## config.mk

```make
export PLATFORM = sky130hd
export DESIGN_NAME = ccap_channel
export DESIGN_NICKNAME = d
export VERILOG_FILES = /design/src/rtl/ccap_pkg.sv /design/src/rtl/ccap_sync_edge.sv /design/src/rtl/ccap_match.sv /design/src/rtl/ccap_channel.sv
export SDC_FILE = /design/constraint.sdc
export NUM_CORES = 1
export LEC_CHECK = 0
export BUFFER_PORTS_ARGS = -buffer_cell sky130_fd_sc_hd__buf_4
export CAP_MARGIN = 40
export CORE_MARGIN = 4
export CORE_UTILIZATION = 40
export CTS_BUF_LIST = sky130_fd_sc_hd__clkbuf_2
export DETAILED_ROUTE_END_ITERATION = 7
export GPL_TIMING_DRIVEN = 0
export PLACE_DENSITY_LB_ADDON = 0.3
export SLEW_MARGIN = 20
export SYNTH_ARGS = -nofsm -noshare
export SYNTH_HDL_FRONTEND = slang
export SYNTH_SLANG_ARGS = --single-unit
```

## constraint.sdc

```tcl
create_clock -name clk -period 2.8 [get_ports clk]
set_input_delay 0.56 -clock clk [delete_from_list [all_inputs] [get_ports clk]]
set_output_delay 0.56 -clock clk [all_outputs]
set_load 0.01 [all_outputs]
```

## src/rtl/ccap_pkg.sv

```systemverilog
package ccap_pkg;
    localparam int CNT_W  = 16;
    localparam int BYTE_W = CNT_W / 2;
    localparam int MODE_W = 6;

    typedef struct packed {
        logic cap_pos;   // bit 5
        logic cap_neg;   // bit 4
        logic mat;       // bit 3
        logic tog;       // bit 2
        logic pwm;       // bit 1
        logic irq_en;    // bit 0
    } mode_t;

    function automatic logic pwm_level(input logic [BYTE_W-1:0] cnt_lo,
                                       input logic [BYTE_W-1:0] thr);
        return cnt_lo >= thr;
    endfunction
endpackage

```

## src/rtl/ccap_sync_edge.sv

```systemverilog
module ccap_sync_edge #(
    parameter int STAGES = 2
) (
    input  logic clk,
    input  logic rst,
    input  logic din,
    output logic rise,
    output logic fall
);
    logic [STAGES:0] sh;

    always_ff @(posedge clk) begin
        if (rst) sh <= '0;
        else     sh <= {sh[STAGES-1:0], din};
    end

    assign rise = sh[STAGES-1] & ~sh[STAGES];
    assign fall = ~sh[STAGES-1] & sh[STAGES];
endmodule

```

## src/rtl/ccap_match.sv

```systemverilog
module ccap_match #(
    parameter int W = 16
) (
    input  logic         clk,
    input  logic         rst,
    input  logic [W-1:0] cnt,
    input  logic [W-1:0] cmp,
    output logic         match_ev
);
    logic [W-1:0] prev_cnt;
    logic         prev_valid;

    always_ff @(posedge clk) begin
        if (rst) begin
            prev_cnt   <= '0;
            prev_valid <= 1'b0;
        end else begin
            prev_cnt   <= cnt;
            prev_valid <= 1'b1;
        end
    end

    assign match_ev = (cnt == cmp) && (!prev_valid || (cnt != prev_cnt));
endmodule

```

## src/rtl/ccap_channel.sv

```systemverilog
module ccap_channel
    import ccap_pkg::*;
#(
    parameter int SYNC_STAGES = 2
) (
    input  logic              clk,
    input  logic              rst,
    input  logic [CNT_W-1:0]  cnt_val,
    input  logic              cap_in,
    input  logic              mode_we,
    input  logic [MODE_W-1:0] mode_wdata,
    input  logic              cmp_lo_we,
    input  logic              cmp_hi_we,
    input  logic [BYTE_W-1:0] cmp_wdata,
    input  logic              flag_we,
    input  logic              flag_wdata,
    output logic              out_pin,
    output logic [MODE_W-1:0] mode_q,
    output logic [CNT_W-1:0]  cmp_q,
    output logic              flag_q,
    output logic              irq
);
    mode_t             mode_r;
    logic [BYTE_W-1:0] cmp_lo, cmp_hi;
    logic              flag_r, out_r;
    logic              rise, fall, cap_ev, match_ev, reload, hw_set;
    logic [BYTE_W-1:0] cnt_lo, cnt_hi;

    assign cnt_lo = cnt_val[BYTE_W-1:0];
    assign cnt_hi = cnt_val[CNT_W-1:BYTE_W];

    ccap_sync_edge #(.STAGES(SYNC_STAGES)) edge_i (
        .clk(clk), .rst(rst), .din(cap_in), .rise(rise), .fall(fall)
    );

    ccap_match #(.W(CNT_W)) match_i (
        .clk(clk), .rst(rst), .cnt(cnt_val), .cmp({cmp_hi, cmp_lo}),
        .match_ev(match_ev)
    );

    assign cap_ev = (rise & mode_r.cap_pos) | (fall & mode_r.cap_neg);
    assign reload = mode_r.pwm && (cnt_lo == {BYTE_W{1'b1}});
    assign hw_set = cap_ev | (match_ev & mode_r.mat);

    always_ff @(posedge clk) begin
        if (rst)          mode_r <= '0;
        else if (mode_we) mode_r <= mode_t'(mode_wdata);
    end

    // Compare register: capture > PWM reload > bus write
    always_ff @(posedge clk) begin
        if (rst) begin
            cmp_lo <= '0;
            cmp_hi <= '0;
        end else begin
            if (cap_ev)         cmp_lo <= cnt_lo;
            else if (reload)    cmp_lo <= cmp_hi;
            else if (cmp_lo_we) cmp_lo <= cmp_wdata;

            if (cap_ev)         cmp_hi <= cnt_hi;
            else if (cmp_hi_we) cmp_hi <= cmp_wdata;
        end
    end

    always_ff @(posedge clk) begin
        if (rst)                         flag_r <= 1'b0;
        else if (hw_set)                 flag_r <= 1'b1;
        else if (flag_we && !flag_wdata) flag_r <= 1'b0;
    end

    always_ff @(posedge clk) begin
        if (rst)                        out_r <= 1'b0;
        else if (mode_r.pwm)            out_r <= pwm_level(cnt_lo, cmp_lo);
        else if (match_ev && mode_r.tog) out_r <= ~out_r;
    end

    assign out_pin = out_r;
    assign mode_q  = mode_r;
    assign cmp_q   = {cmp_hi, cmp_lo};
    assign flag_q  = flag_r;
    assign irq     = flag_r & mode_r.irq_en;

    // ---------------- assertions ----------------
    logic armed;
    always_ff @(posedge clk) begin
        if (rst) armed <= 1'b0;
        else     armed <= 1'b1;
    end

    assert_match_flag_R3: assert property (@(posedge clk) disable iff (rst)
        (match_ev && mode_r.mat) |=> flag_q);

    assert_toggle_R4: assert property (@(posedge clk) disable iff (rst)
        (match_ev && mode_r.tog && !mode_r.pwm && !mode_we) |=> (out_pin != $past(out_pin)));

    assert_no_retrigger_R5: assert property (@(posedge clk) disable iff (rst)
        (armed && cnt_val == $past(cnt_val)) |-> !match_ev);

    assert_capture_load_R6: assert property (@(posedge clk) disable iff (rst)
        cap_ev |=> (cmp_q == $past(cnt_val)));

    assert_irq_gate_R7: assert property (@(posedge clk) disable iff (rst)
        !mode_q[0] |-> !irq);

    assert_flag_hold_R8: assert property (@(posedge clk) disable iff (rst)
        (flag_q && !(flag_we && !flag_wdata)) |=> flag_q);

    assert_pwm_reload_R10: assert property (@(posedge clk) disable iff (rst)
        (mode_r.pwm && cnt_lo == {BYTE_W{1'b1}} && !cap_ev) |=> (cmp_q[BYTE_W-1:0] == $past(cmp_hi)));
endmodule

```

==> Word-level counts from Yosys, hierarchy flattened <==
Index checks and enable logic that the tools add are counted.
{ "totals": {"ff_bits": 44, "in_bits": 38, "output_inout_bits": 25} }
{ "op_classes": {"order_cmp": 1, "n_eq_ne": 3, "mux": 10, "bitwise": 11, "reduce_logical": 11} }
{ "op_table": {"columns": ["op", "count"], "rows": [
  ["8-bit two-way mux", 5],
  ["16-bit == test", 1],
  ["16-bit != test", 1],
  ["8-bit == test, second input constant", 1],
  ["8-bit >= comparator", 1],
  ["1-bit AND", 6],
  ["2-bit nonzero test", 3],
  ["1-bit two-way mux", 5],
  ["1-bit logical AND", 4],
  ["1-bit NOT", 3],
  ["3-bit nonzero test", 1],
  ["1-bit logical NOT", 2],
  ["1-bit bitwise OR", 2],
  ["1-bit logical OR", 1]
]} }

==> Depth between registers and ports, before layout <==
Gate-level depths: netlist (run 1).
{ "depth": {"depth_word": 6, "ltp_mapped": 8} }

==> Modules after synthesis <==
Synthesis (run 1) repeated with hierarchy kept, for this count alone.
{ "hier_totals": {"hier_cells": 239, "area_unflattened_um2": 2247.2} }
{ "modules_own_cells": {"columns": ["mod", "instances", "cells_per_inst", "area_each_um2", "seq_area_each_um2"], "rows": [
  ["ccap_channel", 1, 153, 1338.8, 480.5],
  ["ccap_match", 1, 78, 817.0, 340.3],
  ["ccap_sync_edge", 1, 8, 91.3, 60.1]
]} }

==> Worst setup path before layout (run 1) <==
No wires, ideal clock.
{ "synth_timing": {"path_type": "input to register", "startpoint": "input port cnt_val[7]", "endpoint": "register out_r (netlist: out_pin)", "arrival_ns": 1.871, "t_required_ns": 2.684, "setup_slack_ns": 0.813, "path_stages": 7, "n_path_buf": 0, "cell_sequence": "ha_1 -> and4_1 -> nand3_1 -> nor4b_2 -> o311ai_2 -> xnor2_1 -> o211a_1"} }
{ "synth_between": {"elab_chain_cells": 5} }
{ "synth_lines": {"columns": ["element", "line_no", "text"], "rows": [
  ["start, declared", "ccap_channel.sv:8", "input logic [CNT_W-1:0] cnt_val,"],
  ["parallel branches: the longest is 5 deep, another holds 8-bit >= comparator", null, null],
  ["end signal, assigned", "ccap_channel.sv:73", "else if (mode_r.pwm) out_r <= pwm_level(cnt_lo, cmp_lo);"],
  ["end signal, assigned", "ccap_channel.sv:74", "else if (match_ev && mode_r.tog) out_r <= ~out_r;"],
  ["end, declared", "ccap_channel.sv:25", "logic flag_r, out_r;"]
]} }
Parallel ways; which one is timed is not known.
A chain may end at the register's enable or synchronous reset.

==> Worst setup path after layout (run 1) <==
{ "layout_timing": {"startpoint": "register cmp_lo[7]", "endpoint": "register out_r (netlist: out_pin)"} }
{ "layout_between": {"elab_chain_cells": 4} }
{ "layout_lines": {"columns": ["element", "line_no", "text"], "rows": [
  ["start, declared", "ccap_channel.sv:24", "logic [BYTE_W-1:0] cmp_lo, cmp_hi;"],
  ["start signal, assigned", "ccap_channel.sv:56", "if (cap_ev) cmp_lo <= cnt_lo;"],
  ["start signal, assigned", "ccap_channel.sv:57", "else if (reload) cmp_lo <= cmp_hi;"],
  ["start signal, assigned", "ccap_channel.sv:58", "else if (cmp_lo_we) cmp_lo <= cmp_wdata;"],
  ["parallel branches: the longest is 4 deep, another holds 8-bit >= comparator", null, null]
]} }
Parallel ways; which one is timed is not known.

==> results of run 1 <==
kinds of logic after synthesis:
family          count (synthesis)  share of synthesized area (%)
compound gates                 43                           13.1
xor+xnor                       25                           10.3
fa+ha+maj                       8                           4.71
buf+inv                        22                           4.06
flops                          44                           41.4
mux                            14                           6.59
simple gates                   82                           19.8
worst max path at each step:
stage | from | endpoint | slack (ps) | cells past startpoint
2_1_floorplan | cnt_val[7] | out_pin | 810 | 7
3_3_place_gp | cnt_val[5] | out_pin | 470 | 8
3_5_place_dp | cnt_val[7] | out_pin | 460 | 8
4_1_cts | cmp_lo[7] | out_pin | 720 | 8
5_1_grt | cmp_lo[7] | out_pin | 580 | 8
6_report | cmp_lo[7] | out_pin | 730 | 8
metrics by stage:
stage / utilization (%) / setup slack [ps]
2_1_floorplan: - / 813
3_3_place_gp: 51.7 / 474
3_5_place_dp: 51.7 / 464
4_1_cts: 52.4 / 723
5_1_grt: 52.4 / 584
6_report: 52.4 / 729
state kept, by name, indices dropped and copies added (netlist names):
signal / cells
cmp_lo: 8
out_pin: 1
mode_q: 6
cmp_hi: 8
match_i.prev_cnt: 16
flag_q: 1
edge_i.sh: 3
match_i.prev_valid: 1
final cells by class:
class                   count  share of cell area, %
clock inverters             1                  0.186
flip-flops and latches     44                   32.7
repair buffers             59                   16.5
inverters                  11                   1.53
multi-input cells         172                   43.0
plain buffers              11                   1.67
well taps                  70                   3.25
clock buffers               6                   1.12
cells in the mapped netlist (all sizes together):
library cell | instances | share of area [%]
nand2b | 1 | 0.29
xnor2 | 11 | 4.5
nor2 | 16 | 2.8
nand4b | 1 | 0.41
inv | 11 | 1.9
nor3 | 2 | 0.71
nor4b | 1 | 0.71
a31oi | 2 | 0.59
nand3 | 2 | 0.47
nand2 | 31 | 5.5
o211a | 1 | 0.47
o211ai | 8 | 2.8
buf | 3 | 0.71
nor2b | 19 | 5.6
xor2 | 14 | 5.8
and2 | 1 | 0.29
o21ai | 11 | 2.6
nand4 | 3 | 0.88
ha | 8 | 4.7
a211oi | 8 | 2.8
and4 | 1 | 0.41
mux2i | 14 | 6.6
nor3b | 1 | 0.59
nor4 | 3 | 1.2
a21oi | 11 | 2.6
o311ai | 2 | 1.2
dfxtp | 44 | 41
clkbuf | 8 | 1.4
power groups by stage:
| stage | Combinational [W] | Clock, W | Sequential (W) |
|---|---|---|---|
| after CTS | 0.000243 | 0.000259 | 0.000691 |
| after global routing | 0.000269 | 0.000280 | 0.000697 |
| after floorplan | 0.000116 | 0 | 0.000709 |
| final | 0.000241 | 0.000250 | 0.000691 |
| after global placement | 0.000237 | 0 | 0.000703 |
| after detailed placement | 0.000242 | 0 | 0.000704 |
critical path, delay by kind of cell (launching register included):
kind | cells | cell delay (ps)
AND/OR/NAND/NOR | 3 | 720
flip-flops | 1 | 410
AO/OA/AOI/OAI | 2 | 370
adder cells (fa/ha/maj) | 1 | 280
XOR/XNOR | 1 | 150
buffers and inverters | 1 | 60
layer usage:
| metal | global-route usage, % | wire length (um) | part of all wire (%) |
|---|---|---|---|
| met5 | 0 | 0 | 0 |
| met4 | 5.24 | 68 | 1.3 |
| met3 | 4.10 | 328 | 6.1 |
| met2 | 28.2 | 2530 | 47 |
| met1 | 23.7 | 2470 | 46 |
==> reports/metrics.csv, run 1 <==
metric,value,unit
status,completed,
cts_resized,0,
cp-start-kind,flip-flop,
dp_cells,367,
worst-path-max-fanout,3,
critPathCaptureType,flip-flop,
reg2reg_from,cmp_lo[7],
syn_inst,238,
cts_buffers,5,
ys_seq_elements,44,
worstHoldStart,rst,
tns,0,ps
setup_viol,0,
io-pin-count,63,
r2r_end,out_pin,
grt_max_degree,13,
criticalPathCategory,flip-flop to flip-flop,
syn_area_per_cell,8.93,um^2
holdWs,346,ps
clkPwrFrac,21.1,%
cts_root_buf,clkbuf_2,
power_frac_comb,20.4,%
period_share,74.0,%
fmax,483,MHz
area_growth,26.6,%
drv_cap,0,
vias_per_cell,5.04,
cp_data_required_time,3110,ps
drtPass1Iterations,4,
ff2ff_path_depth,8,
die_h,80.9,um
io_buffers,59,
clk_pin_slew_worst_paths,190,ps
tritoncts,done,
slowest_stage,dfxtp_1,
fin_cells,374,
arrival,2380,ps
yosys_warnings,0,
final_nets,350,
hold_path_class,input port to flip-flop,
internal_power,0.000848,W
hold_viol,0,
regArea,881,um^2
holdPathEnd,match_i.prev_cnt[3],
dieArea,0.00654,mm^2
drive_gt1_share,23.7,%
grt_pass1_vias,1824,
p_leak,1.16,nW
n_antenna_cell,0,
layout_common_cells,"60 x buf_4, 44 x dfxtp_1, 31 x nand2_1",
slew_violations,0,
antenna_found_initial,0,
r2r_slack,730,ps
synth.distinct_cells,33,
placed_cell_area,0.00266,mm^2
synth_area,0.00213,mm^2
ys_seq_area_share,41.4,%
synth_nets,284,
rows,26,
clockBufferDepth,2,
hold_buffers,0,
crit_path_cell_trace,inv_1 > ha_1 > and4_1 > nand3_1 > nor4b_2 > o311ai_2 > xnor2_1 > o211a_1,
post_cts_buffers,0,
place_congestion,0.873,
start_util,41.4,%
final_area,0.00269,mm^2
grt_pass1_wl,8790,um
fill_cells,537,
worst_pin_slew,645,ps
cpPeakStageDelay,410,ps
switching_share,28.3,%
drt-initial-drc-count,94,
drcViolationCount,0,
h-tree-depth,2,
layout_commonest_cell,buf_4,
power_frac_seq,58.4,%
rsz0062_at_grt,false,
die_w,80.9,um
multi_input_area,0.00116,mm^2
timing.slew.headroom,57.0,%
powerDensity,439,mW/mm^2
gr-usage-all-layers,17.7,%
ant_nets,0,
irDropWorstVdd,0.000212,V
grt_overflow_total,0,
total_power,0.00118,W
hold_depth,2,
hpwl,4180,um
cts_sinks,44,
wirelength,5400,um
switching_power,0.000334,W
period_needed,2070,ps
vias,1884,
core-area,0.00514,mm^2
insertion_delay,400,ps
skew,14.1,ps
routedWlPerCell,14.4,um
Note: power is estimated with default switching activity, not from simulation.
==> inputs of run 2 (changes only) <==
==> constraint.sdc (replaced) <==
create_clock -name clk -period 2 [get_ports clk]
set_input_delay 0.4 -clock clk [delete_from_list [all_inputs] [get_ports clk]]
set_output_delay 0.4 -clock clk [all_outputs]
set_load 0.01 [all_outputs]
==> reports/metrics.csv, run 2 (same netlist as run 1, synthesis figures left out) <==
metric,value,unit,change
period_share,97.5,%,+24 points
cts_buffers,5,,unchanged
grt_pass1_vias,1814,,-0.55%
largest_register_ffs,16,,unchanged
h-tree-depth,2,,unchanged
criticalPathCategory,flip-flop to flip-flop,,
cp_data_required_time,2310,ps,-800 ps
clk_pin_slew_worst_paths,190,ps,about the same
insertion_delay,400,ps,about the same
tritoncts,done,,
drv_cap,0,,unchanged
antenna_found_initial,0,,unchanged
powerDensity,601,mW/mm^2,+37%
worst_pin_slew,648,ps,+2.93 ps
grt_use_met1,24.1,%,+0.41 points
cts_root_buf,clkbuf_2,,
fin_cells,377,,+0.80%
power_frac_comb,21.6,%,+1.2 points
setup_viol,0,,unchanged
drtPass1Iterations,4,,unchanged
core-area,0.00514,mm^2,unchanged
die_w,80.9,um,unchanged
irDropWorstVdd,0.000297,V,+40%
rsz0062_at_grt,true,,
power_frac_seq,57.5,%,-0.9 points
rows,26,,unchanged
setup_ws,49.6,ps,-680 ps
internal_power,0.00120,W,+42%
vias_per_cell,5.05,,+0.15%
hpwl,4180,um,unchanged
dieArea,0.00654,mm^2,unchanged
drive_gt1_share,28.3,%,+4.7 points
multi_input_area,0.00124,mm^2,+6.9%
worst-path-max-fanout,3,,unchanged
drcViolationCount,0,,unchanged
global_route.peak_usage_layer,met2,,
hold_buffers,0,,unchanged
cts_sinks,44,,unchanged
fmax,513,MHz,+6.2%
place_congestion,0.873,,unchanged
regArea,888,um^2,+0.85%
slew_violations,0,,unchanged
start_util,41.4,%,unchanged
io-pin-count,63,,unchanged
period_needed,1950,ps,-120 ps
p_leak,1.21,nW,+3.9%
regMostFlops,match_i.prev_cnt,,
io_buffers,59,,unchanged
drt-initial-drc-count,138,,+47%
wirelength,5540,um,+2.6%
gr-usage-all-layers,17.7,%,+0.023 points
switching_power,0.000483,W,+44%
area_growth,31.8,%,
cp-start-kind,flip-flop,,
place_ws,-176,ps,-640 ps
dp_cells,367,,unchanged
grtUsageMet2,28.0,%,-0.25 points
vias,1902,,+0.96%
timing.slew.headroom,56.8,%,-0.20 points
clkPwrFrac,20.9,%,-0.2 points
grt_overflow_total,0,,unchanged
grt_pass1_wl,8800,um,+0.16%
n_antenna_cell,0,,unchanged
routedWlPerCell,14.7,um,+1.8%
globalRouteMet3Util,3.99,%,-0.11 points
final_nets,353,,+0.86%
critPathCaptureType,flip-flop,,
grt_max_degree,13,,unchanged
ant_nets,0,,unchanged
clockBufferDepth,2,,unchanged
hold_path_class,input port to flip-flop,,
skew,17.5,ps,+3.37 ps
layout_common_cells,"63 x buf_4, 38 x dfxtp_1, 31 x nand2_1",,
arrival,2260,ps,-120 ps
hold_viol,0,,unchanged
switching_share,28.7,%,+0.38 points
layout_commonest_cell,buf_4,,
fill_cells,521,,-3.0%
status,completed,,
top_regs,"match_i.prev_cnt x16, cmp_hi x8, cmp_lo x8",,
die_h,80.9,um,unchanged
## run 2: changes by cell type in the layout (fill, tap and decap cells not counted), moves of 3 or more
cell / before / now
buf_4: 60 / 63
dfxtp_1: 44 / 38
dfxtp_2: 0 / 6
ha_1: 8 / 5
ha_4: 0 / 3
## run 2: layout make-up
cell class	count	share of cell area, %
timing repair buffer	62	16.6
clock buffer	6	1.07
clock inverter	1	0.179
multi-input combinational	172	44.2
buffer	11	1.61
tap	70	3.13
inverter	11	1.47
sequential	44	31.7
## run 2: path summary, 6_finish.rpt
| check | cells after the start | slack [ps] | end | start |
|---|---|---|---|---|
| max | 8 | 50 | out_pin | cmp_lo[6] |
| min | 2 | 190 | match_i.prev_cnt[3] | rst |
| max reg2reg | 8 | 50 | out_pin | cmp_lo[6] |
| min reg2reg | 1 | 460 | edge_i.sh[1] | edge_i.sh[0] |
## run 2: layer usage
metal  share of wire [%]  up-vias
li1                    -      952
met3                 4.6        6
met4                 1.2        0
met1                  47      896
met2                  47       48
met5                   0        -
## run 2: power groups by stage
| stage | combinational [W] | sequential [W] | clock, W |
|---|---|---|---|
| finish | 0.000364 | 0.000969 | 0.000352 |
| global route | 0.000401 | 0.000976 | 0.000393 |
| CTS | 0.000342 | 0.000968 | 0.000363 |
| detailed placement | 0.000338 | 0.000986 | 0 |
| global placement | 0.000332 | 0.000985 | 0 |
| floorplan | 0.000163 | 0.000993 | 0 |
## run 2: worst max-delay path, stage by stage, from the launching register on
cell	delay, ps
dfxtp_2	380
inv_1	70
ha_4	260
and4_4	250
nand3_4	70
nor4b_4	340
o311ai_2	160
xnor2_1	150
o211a_1	200
## run 2: metrics by stage
stage	hold slack (ps)	area, um^2	total power (W)	utilization, %	setup TNS, ps
floorplan	414	2130	0.00116	-	0
global placement	417	2660	0.00132	51.7	-197
detailed placement	422	2660	0.00132	51.7	-217
CTS	171	2700	0.00167	52.6	0
global route	146	2800	0.00177	54.5	-66.1
finish	189	2800	0.00168	54.5	0
## run 2: timing repair
item,CTS,global route
buffers inserted,0,3
gates resized for setup,3,13
pin swaps,0,4
endpoints found under the setup margin,1,10
==> inputs of run 3 (changes only) <==
--- a/config.mk
+++ b/config.mk
@@ -8,7 +8,7 @@
 export BUFFER_PORTS_ARGS = -buffer_cell sky130_fd_sc_hd__buf_4
 export CAP_MARGIN = 40
 export CORE_MARGIN = 4
-export CORE_UTILIZATION = 40
+export CORE_UTILIZATION = 53
 export CTS_BUF_LIST = sky130_fd_sc_hd__clkbuf_2
 export DETAILED_ROUTE_END_ITERATION = 7
 export GPL_TIMING_DRIVEN = 0
==> reports/metrics.csv, run 3 (same netlist as run 1, synthesis figures left out) <==
metric,value,unit,change
cts_root_buf,clkbuf_2,,
r2r_slack,30,ps,-20 ps
holdPathEnd,match_i.prev_cnt[3],,
place_congestion,0.853,,-2.4%
die_h,71.3,um,-12%
fmax,508,MHz,-0.93%
internal_power,0.00121,W,+0.84%
vias_per_cell,5.39,,+6.8%
start_util,56.4,%,+15 points
n_antenna_cell,0,,unchanged
power_frac_comb,21.2,%,-0.4 points
criticalPathCategory,flip-flop to flip-flop,,
cp_data_required_time,2330,ps,+20 ps
skew,12.1,ps,-5.37 ps
setup.worst_path.start,cmp_lo[6],,
drive_gt1_share,29.2,%,+0.88 points
post-route-util,73.5,%,+19 points
hold_buffers,0,,unchanged
drcViolationCount,0,,unchanged
vias,1918,,+0.84%
hold_path_class,input port to flip-flop,,
drtPass1Iterations,4,,unchanged
arrival,2300,ps,+40 ps
powerDensity,614,mW/mm^2,+2.1%
die_w,71.3,um,-12%
reg2reg_from,cmp_lo[6],,
worst_pin_slew,627,ps,-21.4 ps
tritoncts,done,,
cts_buffers,5,,unchanged
switching_power,0.000489,W,+1.2%
period_share,98.4,%,+0.91 points
antenna_found_initial,0,,unchanged
r2r_end,out_pin,,
gr-usage-all-layers,20.8,%,+3.2 points
hold_depth,2,,unchanged
worstHoldStart,rst,,
slew_violations,0,,unchanged
final_nets,353,,unchanged
rows,22,,-15%
regArea,888,um^2,unchanged
grt_max_degree,13,,unchanged
clockBufferDepth,2,,unchanged
layout_commonest_cell,buf_4,,
hpwl,4070,um,-2.5%
clk_pin_slew_worst_paths,200,ps,about the same
layout_common_cells,"63 x buf_4, 38 x dfxtp_1, 31 x nand2_1",,
drv_cap,0,,unchanged
ant_nets,0,,unchanged
grt_pass1_wl,8360,um,-5.1%
largest_register_ffs,16,,unchanged
routedWlPerCell,15.2,um,+3.2%
grt_pass1_vias,1720,,-5.2%
top_regs,"match_i.prev_cnt x16, cmp_hi x8, cmp_lo x8",,
io_buffers,59,,unchanged
status,completed,,
grt_overflow_total,0,,unchanged
core-area,0.00377,mm^2,-27%
regMostFlops,match_i.prev_cnt,,
critPathCaptureType,flip-flop,,
holdWs,172,ps,-16.4 ps
setup_viol,0,,unchanged
wirelength,5400,um,-2.5%
power_frac_seq,57.1,%,-0.4 points
p_leak,1.21,nW,about the same
io-pin-count,63,,unchanged
rsz0062_at_grt,true,,
timing.slew.headroom,58.2,%,+1.4 points
hold_viol,0,,unchanged
ff2ff_path_depth,8,,unchanged
switching_share,28.7,%,+0.071 points
cp-start-kind,flip-flop,,
dieArea,0.00509,mm^2,-22%
cts_sinks,44,,unchanged
multi_input_area,0.00123,mm^2,-0.61%
worst-path-max-fanout,3,,unchanged
insertion_delay,410,ps,about the same
total_power,0.00170,W,+0.94%
fill_cells,310,,-40%
period_needed,1970,ps,+18.2 ps
area_growth,30.3,%,
drt-initial-drc-count,158,,+14%
irDropWorstVdd,0.000479,V,+61%
clkPwrFrac,21.8,%,+0.9 points
h-tree-depth,2,,unchanged
-- run 3: cell types whose count changed in the layout (fill, tap and decap cells not counted), sizes merged --
| cell | change |
|---|---|
| clkbuf | +1 |
-- run 3: layout make-up --
cell class	count	share of cell area, %
Buffer	11	1.63
Clock buffer	7	1.26
Clock inverter	1	0.136
Inverter	11	1.49
Multi-Input combinational cell	172	44.4
Sequential cell	44	32.1
Tap cell	48	2.17
Timing Repair Buffer	62	16.8
-- run 3: what timing repair did --
| action | in CTS | in global routing |
|---|---|---|
| pin swaps | 0 | 4 |
| endpoints found under the setup margin | 1 | 2 |
| gates resized for setup | 4 | 14 |
| hold endpoints to repair | 0 | 0 |
| buffers inserted | 0 | 3 |
-- run 3: worst max-delay path by stage --
stage,end,slack [ps],cells past startpoint
2_1_floorplan,out_pin,140,8
3_3_place_gp,out_pin,-170,8
3_5_place_dp,out_pin,-190,8
4_1_cts,out_pin,20,8
5_1_grt,out_pin,-30,8
6_report,out_pin,30,8
-- run 3: worst max-delay path, cell delays in order (launching register included) --
cell and delay, ps:
dfxtp_2 390, inv_2 50, ha_4 260, and4_4 240, nand3_2 80, nor4b_4 360
o311ai_2 170, xnor2_1 150, o211a_1 200
-- run 3: layer usage --
metal	global-route usage [%]	share of wire (%)	up-vias	wire, um
met4	7.10	1.1	0	61
met2	34.0	48	75	2580
met1	27.6	44	890	2350
met3	3.93	7.5	7	404
li1	-	-	946	-
met5	0	0	-	0
-- run 3: power groups by stage --
stage / sequential, W / combinational, W / clock (W)
2_1_floorplan: 0.000993 / 0.000163 / 0
3_3_place_gp: 0.000984 / 0.000328 / 0
3_5_place_dp: 0.000986 / 0.000337 / 0
4_1_cts: 0.000969 / 0.000340 / 0.000372
5_1_grt: 0.000979 / 0.000395 / 0.000410
6_report: 0.000970 / 0.000360 / 0.000370
-- run 3: metrics by stage --
stage | area (um^2) | setup WS (ps) | cells | TNS (ps)
3_3_place_gp | 2630 | -171 | 345 | -201
3_5_place_dp | 2630 | -190 | 345 | -248
6_report | 2770 | 31.4 | 356 | 0
5_1_grt | 2770 | -33.7 | 356 | -33.7
4_1_cts | 2680 | 19.3 | 353 | 0
2_1_floorplan | 2130 | 143 | 238 | 0
